--- src/rtl/clkmgr_sup_pkg.sv ---
package clkmgr_sup_pkg;
  typedef enum logic [1:0] {ST_HOLD, ST_WAIT, ST_RUN} supState_t;

  // control -> datapath strobes
  typedef struct packed {
    logic holdActive;
    logic waitActive;
    logic retryInc;
  } ctlStrobe_t;

  // datapath -> control flags
  typedef struct packed {
    logic stableS;
    logic lockS;
    logic fxStopS;
    logic fbStopS;
    logic rstDone;
    logic lockTimeout;
    logic stopLong;
  } dpFlags_t;
endpackage

--- src/rtl/clkmgr_sup_dp.sv ---
module clkmgr_sup_dp
  import clkmgr_sup_pkg::*;
#(
  parameter int RST_LEN   = 3,
  parameter int STOP_TOL  = 20,
  parameter int LOCK_WAIT = 30,
  parameter int RETRY_W   = 4
) (
  input  logic               refClk,
  input  logic               rstN,
  input  logic               inClkStable,
  input  logic               mgrLocked,
  input  logic [3:1]         statusHi,
  input  ctlStrobe_t         strobe,
  output dpFlags_t           flags,
  output logic [RETRY_W-1:0] retryCount
);
  localparam int SYNC_W  = 5;
  localparam int RST_CW  = $clog2(RST_LEN + 1);
  localparam int STOP_CW = $clog2(STOP_TOL + 1);
  localparam int LOCK_CW = $clog2(LOCK_WAIT + 1);

  logic [SYNC_W-1:0] rawIn, syncOut;
  assign rawIn = {statusHi, mgrLocked, inClkStable};

  generate
    for (genvar i = 0; i < SYNC_W; i++) begin : g_sync
      logic stageA, stageB;
      always_ff @(posedge refClk or negedge rstN) begin
        if (!rstN) begin
          stageA <= 1'b0;
          stageB <= 1'b0;
        end else begin
          stageA <= rawIn[i];
          stageB <= stageA;
        end
      end
      assign syncOut[i] = stageB;
    end
  endgenerate

  logic [RST_CW-1:0]  rstCnt;
  logic [STOP_CW-1:0] stopCnt;
  logic [LOCK_CW-1:0] lockCnt;
  logic [RETRY_W-1:0] retryQ;
  logic rstDone, lockTimeout, stopLong;

  assign rstDone     = int'(rstCnt) >= RST_LEN - 1;
  assign lockTimeout = int'(lockCnt) >= LOCK_WAIT - 1;
  assign stopLong    = int'(stopCnt) >= STOP_TOL;

  always_ff @(posedge refClk or negedge rstN) begin
    if (!rstN) begin
      rstCnt  <= '0;
      stopCnt <= '0;
      lockCnt <= '0;
      retryQ  <= '0;
    end else begin
      if (!strobe.holdActive)  rstCnt <= '0;
      else if (!rstDone)       rstCnt <= rstCnt + RST_CW'(1);

      if (!strobe.waitActive)  lockCnt <= '0;
      else if (!lockTimeout)   lockCnt <= lockCnt + LOCK_CW'(1);

      if (!syncOut[2])         stopCnt <= '0;
      else if (!stopLong)      stopCnt <= stopCnt + STOP_CW'(1);

      if (strobe.retryInc && retryQ != '1) retryQ <= retryQ + RETRY_W'(1);
    end
  end

  always_comb begin
    flags.stableS     = syncOut[0];
    flags.lockS       = syncOut[1];
    flags.fxStopS     = syncOut[3];
    flags.fbStopS     = syncOut[4];
    flags.rstDone     = rstDone;
    flags.lockTimeout = lockTimeout;
    flags.stopLong    = stopLong;
  end

  assign retryCount = retryQ;
endmodule

--- src/rtl/clkmgr_sup_ctrl.sv ---
module clkmgr_sup_ctrl
  import clkmgr_sup_pkg::*;
#(
  parameter bit FX_USED = 1'b1
) (
  input  logic       refClk,
  input  logic       rstN,
  input  dpFlags_t   flags,
  output ctlStrobe_t strobe,
  output logic       mgrReset,
  output logic       clocksGood
);
  supState_t state, stateNext;
  logic fault, retryNow;

  assign fault = !flags.lockS || flags.fbStopS || flags.stopLong ||
                 (FX_USED && flags.fxStopS);

  always_comb begin
    stateNext = state;
    retryNow  = 1'b0;
    unique case (state)
      ST_HOLD: if (flags.rstDone && flags.stableS) stateNext = ST_WAIT;
      ST_WAIT: begin
        if (flags.lockS) stateNext = ST_RUN;
        else if (flags.lockTimeout) begin
          stateNext = ST_HOLD;
          retryNow  = 1'b1;
        end
      end
      ST_RUN:  if (fault) stateNext = ST_HOLD;
      default: stateNext = ST_HOLD;
    endcase
  end

  always_ff @(posedge refClk or negedge rstN) begin
    if (!rstN) state <= ST_HOLD;
    else       state <= stateNext;
  end

  always_comb begin
    strobe.holdActive = (state == ST_HOLD);
    strobe.waitActive = (state == ST_WAIT);
    strobe.retryInc   = retryNow;
  end

  assign mgrReset   = (state == ST_HOLD);
  assign clocksGood = (state == ST_RUN);
endmodule

--- src/rtl/clkmgr_supervisor.sv ---
module clkmgr_supervisor
  import clkmgr_sup_pkg::*;
#(
  parameter bit CALIBRATED       = 1'b0,
  parameter int SHORT_RST_CYCLES = 3,
  parameter int LONG_RST_CYCLES  = 10_000_000,
  parameter int STOP_TOL_CYCLES  = 5_000_000,
  parameter int LOCK_WAIT_CYCLES = 1_000_000,
  parameter int RETRY_W          = 4,
  parameter bit FX_USED          = 1'b1
) (
  input  logic               refClk,
  input  logic               rstN,
  input  logic               inClkStable,
  input  logic               mgrLocked,
  input  logic [3:0]         mgrStatus,
  output logic               mgrReset,
  output logic               clocksGood,
  output logic [RETRY_W-1:0] retryCount
);
  localparam int SHORT_EFF = (SHORT_RST_CYCLES < 3) ? 3 : SHORT_RST_CYCLES;
  localparam int RST_LEN   = CALIBRATED ? LONG_RST_CYCLES : SHORT_EFF;

  ctlStrobe_t strobe;
  dpFlags_t   flags;

  // phase-shift overflow is deliberately not acted upon
  logic unusedOvf;
  assign unusedOvf = mgrStatus[0];

  clkmgr_sup_dp #(
    .RST_LEN  (RST_LEN),
    .STOP_TOL (STOP_TOL_CYCLES),
    .LOCK_WAIT(LOCK_WAIT_CYCLES),
    .RETRY_W  (RETRY_W)
  ) u_dp (
    .refClk     (refClk),
    .rstN       (rstN),
    .inClkStable(inClkStable),
    .mgrLocked  (mgrLocked),
    .statusHi   (mgrStatus[3:1]),
    .strobe     (strobe),
    .flags      (flags),
    .retryCount (retryCount)
  );

  clkmgr_sup_ctrl #(
    .FX_USED(FX_USED)
  ) u_ctrl (
    .refClk    (refClk),
    .rstN      (rstN),
    .flags     (flags),
    .strobe    (strobe),
    .mgrReset  (mgrReset),
    .clocksGood(clocksGood)
  );
endmodule

--- config.mk ---
export PLATFORM = sky130hd
export DESIGN_NAME = clkmgr_supervisor
export DESIGN_NICKNAME = d
export VERILOG_FILES = /design/src/rtl/clkmgr_sup_pkg.sv /design/src/rtl/clkmgr_sup_dp.sv /design/src/rtl/clkmgr_sup_ctrl.sv /design/src/rtl/clkmgr_supervisor.sv
export SDC_FILE = /design/constraint.sdc
export NUM_CORES = 1
export LEC_CHECK = 0
export BUFFER_PORTS_ARGS = -buffer_cell sky130_fd_sc_hd__buf_2
export CAP_MARGIN = 15
export CORE_MARGIN = 2
export CORE_UTILIZATION = 59
export CTS_CLUSTER_DIAMETER = 120
export DETAILED_ROUTE_END_ITERATION = 10
export HOLD_SLACK_MARGIN = 0.06
export MAX_ROUTING_LAYER = met4
export PLACE_DENSITY_LB_ADDON = 0.1
export RECOVER_POWER = 25
export SYNTH_ARGS = -nofsm -noshare
export SYNTH_HDL_FRONTEND = slang
export SYNTH_SLANG_ARGS = --single-unit
--- constraint.sdc ---
create_clock -name refClk -period 4 [get_ports refClk]
set_input_delay 0.6 -clock refClk [delete_from_list [all_inputs] [get_ports refClk]]
set_output_delay 0.6 -clock refClk [all_outputs]
set_load 0.05 [all_outputs]
==> results of run 1 <==
==> cell type report <==
type,count,area [um2]
fillers,430,1720
inverters,9,33.8
multi-input cells,224,1450
clock inverters,4,47.5
well taps,70,87.6
repair buffers,13,66.3
clock buffers,12,145
flip-flops and latches,61,1530
==> flip-flops by register name (all words and copies together) (netlist names) <==
| register | cells |
|---|---|
| u_dp.lockCnt | 20 |
| u_dp.g_sync.stageA | 5 |
| u_dp.g_sync.stageB | 5 |
| u_dp.rstCnt | 2 |
| u_dp.retryCount | 4 |
| u_dp.stopCnt | 23 |
| u_ctrl.state | 2 |
==> synthesized netlist by cell type, drive strengths merged <==
| library cell | instances |
|---|---|
| nand3b | 1 |
| and2 | 3 |
| a21bo | 1 |
| o21a | 3 |
| nor3 | 9 |
| nand2b | 9 |
| a211oi | 3 |
| o41ai | 3 |
| o31a | 1 |
| or3b | 1 |
| nor2b | 4 |
| o311ai | 4 |
| o22a | 1 |
| nor3b | 1 |
| clkbuf | 7 |
| mux2 | 1 |
| nor4b | 1 |
| nor4 | 3 |
| or4 | 6 |
| xor2 | 5 |
| nor2 | 25 |
| mux2i | 5 |
| or2 | 1 |
| o211ai | 3 |
| a31oi | 3 |
| and3 | 6 |
| and4 | 7 |
| o21ai | 15 |
| nand4 | 10 |
| a311oi | 1 |
| a21oi | 17 |
| o31ai | 4 |
| or4b | 1 |
| nand2 | 21 |
| xnor2 | 12 |
| nand3 | 14 |
| buf | 4 |
| dfrtp | 61 |
| or3 | 11 |
| inv | 9 |
| o2111ai | 2 |
| a21o | 1 |
| ha | 5 |
==> cells by family (layout without fill, tap and decap cells) <==
logic type / after synthesis / after routing / synth area share
XOR/XNOR: 17 / 17 / 0.0484
buffers and inverters: 20 / 38 / 0.0333
adder cells (fa/ha/maj): 5 / 5 / 0.0203
AO/OA/AOI/OAI: 62 / 62 / 0.136
multiplexers: 6 / 6 / 0.0199
flip-flops: 61 / 61 / 0.496
AND/OR/NAND/NOR: 134 / 134 / 0.246
==> path summary, 6_finish.rpt <==
check                           cells after the start                     to  slack (ns)
min in group asynchronous                           1       u_dp.lockCnt[12]        0.91
worst min register to register                      0  u_dp.g_sync[0].stageB        0.35
max in group asynchronous                           1        u_dp.stopCnt[6]        1.83
worst max-delay path                                5       u_dp.stopCnt[12]        1.75
worst max register to register                      5       u_dp.stopCnt[12]        1.75
worst min-delay path                                0  u_dp.g_sync[0].stageB        0.35
==> routing by layer <==
layer	vias up	track usage	routed length, um
met1	1147	0.288	2620
met3	6	0.0723	215
met4	0	0.0764	61
met2	47	0.378	2950
met5	-	-	0
li1	1145	-	-
==> power breakdown <==
group / switching, mW / total [mW] / internal [mW]
Combinational: 0.132 / 0.194 / 0.0628
Sequential: 0.0332 / 0.684 / 0.650
Clock: 0.231 / 0.534 / 0.303
Total: 0.396 / 1.41 / 1.02
==> worst max-delay path, cell delays in order (launching register included) <==
cell	delay, ns
dfrtp_1	0.43
or3b_1	0.43
nor4b_4	0.34
a21o_1	0.56
o311ai_0	0.24
o41ai_1	0.11
==> stage by stage <==
stage	hold WS [ns]	setup WS (ns)	cells
global placement	0.331	1.82	377
floorplan	0.304	2.15	305
CTS	0.348	1.74	393
detailed placement	0.335	1.80	377
finish	0.347	1.75	393
global route	0.349	1.32	393
==> flow_summary.json, run 1 <==
{
  "synth_seq_area_share": 0.496,
  "insertedDiodeCount": 0,
  "synth_nets": 318,
  "first_iter_violations": 137,
  "layout_commonest_cell": "dfrtp_1",
  "min_period_over_period": 0.562,
  "ys_ff_latch": 61,
  "cp-end-kind": "flip-flop",
  "worstPathArrival_ns": 2.46,
  "hold_path_startpoint": "u_dp.g_sync[0].stageA",
  "grt_usage": 0.236,
  "grt_pass1_wl_mm": 10.7,
  "num_rows": 26,
  "final_cell_area_mm2": 0.00335,
  "relSlewSlack": -0.470,
  "yosys-top-cells-area": "dfrtp_1 (50%), xnor2_1 (3.4%), nor2_1 (2.9%), a21oi_1 (2.8%), nand2_1 (2.6%)",
  "cts_resized": 0,
  "avgViaCountPerCell": 5.97,
  "reg2reg_from": "u_dp.stopCnt[20]",
  "syn_area_mm2": 0.00308,
  "htree_levels": 3,
  "finalPower_mw": 1.41,
  "wl_per_cell_um": 14.9,
  "wl_mm": 5.84,
  "synth_cell_types": 50,
  "core_area_mm2": 0.00507,
  "drc": 0,
  "synth_area_per_cell_um2": 10.1,
  "setup_viol_count_final": 0,
  "first_pass_iters": 4,
  "cts_tree": "built",
  "postCtsHoldBufs": 0,
  "grt_max_degree": 44,
  "drive_gt1_frac": 0.105,
  "power_density_mw_per_mm2": 421,
  "start_kind": "flip-flop",
  "clock_sinks": 61,
  "setup_tns_ns": 0,
  "area.growth.synth_to_final_pct": 9.03,
  "crit_fanout": 21,
  "dieArea_mm2": 0.00581,
  "ir_drop_mv": 0.303,
  "most-common-layout-cells": "dfrtp_1 (61), nor2_1 (24), nand2_1 (21)",
  "criticalPathCategory": "flip-flop to flip-flop",
  "gp_congestion": 0.807,
  "ios": 14,
  "numCtsBuffers": 9,
  "root_buffer": "clkbuf_8",
  "status": "complete, but fails checks",
  "cp.required_ns": 4.21,
  "initial_core_util": 0.606,
  "clockBufferDepth": 2,
  "fin_util": 0.661,
  "place_hpwl_mm": 3.82,
  "fp.dieW_um": 76.2,
  "post-cts-setup-buffers": 0,
  "die_h_um": 76.2,
  "yosys.area.top_type": "dfrtp_1",
  "finalCriticalPeriod_ns": 2.25,
  "violations": "capacitance limit, slew limit",
  "power.leakage_nw": 1.39,
  "placed_cell_area_mm2": 0.00316,
  "fin_worst_skew_ns": 0.00381,
  "ant_nets": 0,
  "hold_path.class": "flip-flop to flip-flop",
  "yosys.area.top_type_share": 0.496,
  "antenna_found_initial": 0,
  "cap_viol_max_count": 1,
  "fin_nets": 331,
  "tightest_slew_ns": 2.21,
  "grt-ovfl-total": 0,
  "grt_pass1_vias": 2332,
  "grt_setup_unrepaired": "false",
  "syn_inst": 305,
  "ys_warn_count": 0,
  "timing.fmax_ghz": 0.445,
  "path_clk_slew_ns": 0.07,
  "slew_viol_final": 44,
  "critical_path.startpoint": "u_dp.stopCnt[20]",
  "clk_latency_ns": 0.33,
  "portBuffers": 12,
  "vias": 2345,
  "hold_viol": 0
}
No activity file was read; power rests on OpenSTA's default activity.
==> run 2, diff against run 1 <==
Clock period 4 ns to 2.1 ns, I/O delays scaled along.
==> run 2 against run 1 <==
The flow now finishes without violations. Sequential power increased by 90%. Design area increased by 5.2%. Worst hold slack got worse by 0.27 ns. Clock-buffer cell count unchanged. First-iteration DRC count decreased by 6.6%. Critical endpoint is now u_dp.stopCnt[7]. Largest cell class unchanged. Highest routed layer unchanged.
==> flow_summary.json, run 2 (same netlist as run 1, synthesis figures left out) <==
{
  "grt_usage": 0.233,
  "dieArea_mm2": 0.00581,
  "gp_congestion": 0.790,
  "p_int_mw": 1.86,
  "core_area_mm2": 0.00507,
  "fin_worst_skew_ns": 0.00938,
  "grt_setup_unrepaired": "true",
  "cap_viol_max_count": 0,
  "grt-ovfl-total": 0,
  "finalCriticalPeriod_ns": 1.99,
  "path_clk_slew_ns": 0.07,
  "num_rows": 26,
  "p_comb_frac": 0.153,
  "seqPwrFrac": 0.491,
  "start_kind": "flip-flop",
  "criticalPathCategory": "flip-flop to flip-flop",
  "nFillCells": 397,
  "cts_tree": "built",
  "cp_slowest_cell": "or3b_1",
  "setup_viol_count_final": 0,
  "finalPower_mw": 2.65,
  "hold_viol": 0,
  "avgViaCountPerCell": 5.91,
  "grt_pass1_wl_mm": 10.6,
  "cp-end-kind": "flip-flop",
  "relSlewSlack": 0.196,
  "numCtsBuffers": 9,
  "fin_nets": 351,
  "crit_fanout": 5,
  "area.growth.synth_to_final_pct": 14.7,
  "power.leakage_nw": 1.49,
  "tightest_slew_ns": 1.21,
  "wl_mm": 5.99,
  "htree_levels": 3,
  "fin_cells": 413,
  "switchingPower_mw": 0.783,
  "ant_nets": 0,
  "ir_drop_mv": 0.565,
  "place_hpwl_mm": 3.96,
  "grt_max_degree": 42,
  "worstPathArrival_ns": 2.22,
  "most-common-layout-cells": "dfrtp_1 (61), nor2_1 (24), nand2_1 (21)",
  "initial_core_util": 0.606,
  "cp_num_buf_inv": 0,
  "reg.largest.list": "u_dp.stopCnt: 23 flops, u_dp.lockCnt: 20 flops",
  "setup_tns_ns": 0,
  "path_cells": "or3b_1 > nor4b_4 > a21oi_1 > and4_1 > mux2i_1",
  "fp.dieW_um": 76.2,
  "wl_per_cell_um": 14.5,
  "antenna_found_initial": 0,
  "status": "finished, final reports clean",
  "clockBufferDepth": 2,
  "slew_viol_final": 0,
  "ios": 14,
  "drive_gt1_frac": 0.163,
  "p_sw_frac": 0.296,
  "first_iter_violations": 128,
  "drc": 0,
  "first_pass_iters": 4,
  "dp.cells": 395,
  "root_buffer": "clkbuf_8",
  "slowest_delay_ns": 0.44,
  "power_density_mw_per_mm2": 750,
  "regMostFlops": "u_dp.stopCnt",
  "portBuffers": 12,
  "vias": 2440,
  "clk_latency_ns": 0.34,
  "layout_commonest_cell": "dfrtp_1",
  "hold_path.class": "input pin to flip-flop",
  "critical_path.top_delay_family": "simple AND/OR/NAND/NOR gates",
  "largest_reg_flops": 23,
  "grt_pass1_vias": 2380,
  "die_h_um": 76.2,
  "clockPowerShare": 0.356,
  "cp.required_ns": 2.33,
  "insertedDiodeCount": 0,
  "min_period_over_period": 0.947,
  "timing.fmax_ghz": 0.503,
  "clock_sinks": 61
}
[run 2: changes by cell type in the layout (fill, tap and decap cells not counted), sizes merged]
| cell | previous run | this run |
|---|---|---|
| buf | 12 | 30 |
| bufinv | 1 | 0 |
| dlygate4sd3 | 0 | 1 |
| a31oi | 3 | 4 |
| clkinv | 2 | 3 |
[run 2: per-stage QoR]
step	utilization	worst slack (ns)	cell area [um2]	hold WS, ns
4_1_cts	0.689	0.0505	3500	0.0701
3_3_place_gp	0.652	0.0784	3310	0.312
6_report	0.695	0.112	3530	0.0768
2_1_floorplan	-	0.248	3080	0.0194
3_5_place_dp	0.652	0.0625	3310	0.308
5_1_grt	0.695	-0.00320	3530	0.0678
[run 2: worst paths after layout]
kind | start | end | slack (ns) | cells after the start
max | u_dp.stopCnt[20] | u_dp.stopCnt[7] | 0.11 | 5
max in group asynchronous | rstN | u_dp.stopCnt[0] | 0.55 | 3
min | mgrStatus[1] | u_dp.g_sync[2].stageA | 0.08 | 1
max reg2reg | u_dp.stopCnt[20] | u_dp.stopCnt[7] | 0.11 | 5
min in group asynchronous | rstN | u_dp.lockCnt[10] | 0.74 | 2
min reg2reg | u_dp.g_sync[1].stageA | u_dp.g_sync[1].stageB | 0.35 | 0
[run 2: area by class of cell]
type / count / area [um2] / share of cell area
Sequential cell: 61 / 1530 / 0.433
Multi-Input combinational cell: 225 / 1480 / 0.419
Tap cell: 70 / 87.6 / 0.0248
Inverter: 9 / 33.8 / 0.00957
Timing Repair Buffer: 32 / 224 / 0.0635
Clock inverter: 4 / 22.5 / 0.00638
Clock buffer: 12 / 155 / 0.0440
[run 2: worst reg2reg max path: cells and delay by family, from the launching register on]
kind | cells | cell delay, ns
DFF | 1 | 0.43
and+or+nand+nor | 3 | 1.07
AOI/OAI and AO/OA | 1 | 0.26
muxes | 1 | 0.11
[run 2: per-layer routing]
layer | up-vias | GRT usage | routed length [um]
li1 | 1188 | - | -
met4 | 0 | 0.0873 | 125
met2 | 27 | 0.369 | 3080
met1 | 1213 | 0.294 | 2640
met3 | 12 | 0.0545 | 139
met5 | - | - | 0
[run 2: timing repair]
action,CTS,global route
endpoints found under the setup margin,0,6
resized for setup,0,3
hold buffers,1,0
endpoints found under the hold margin,20,0
setup buffers,0,0
[run 2: power groups by stage]
| stage | Combinational (mW) | Clock (mW) | Sequential (mW) |
|---|---|---|---|
| after global placement | 0.395 | 0 | 1.31 |
| final | 0.406 | 0.941 | 1.30 |
| after CTS | 0.412 | 0.959 | 1.30 |
| after floorplan | 0.288 | 0 | 1.31 |
| after global routing | 0.456 | 1.02 | 1.31 |
| after detailed placement | 0.406 | 0 | 1.32 |
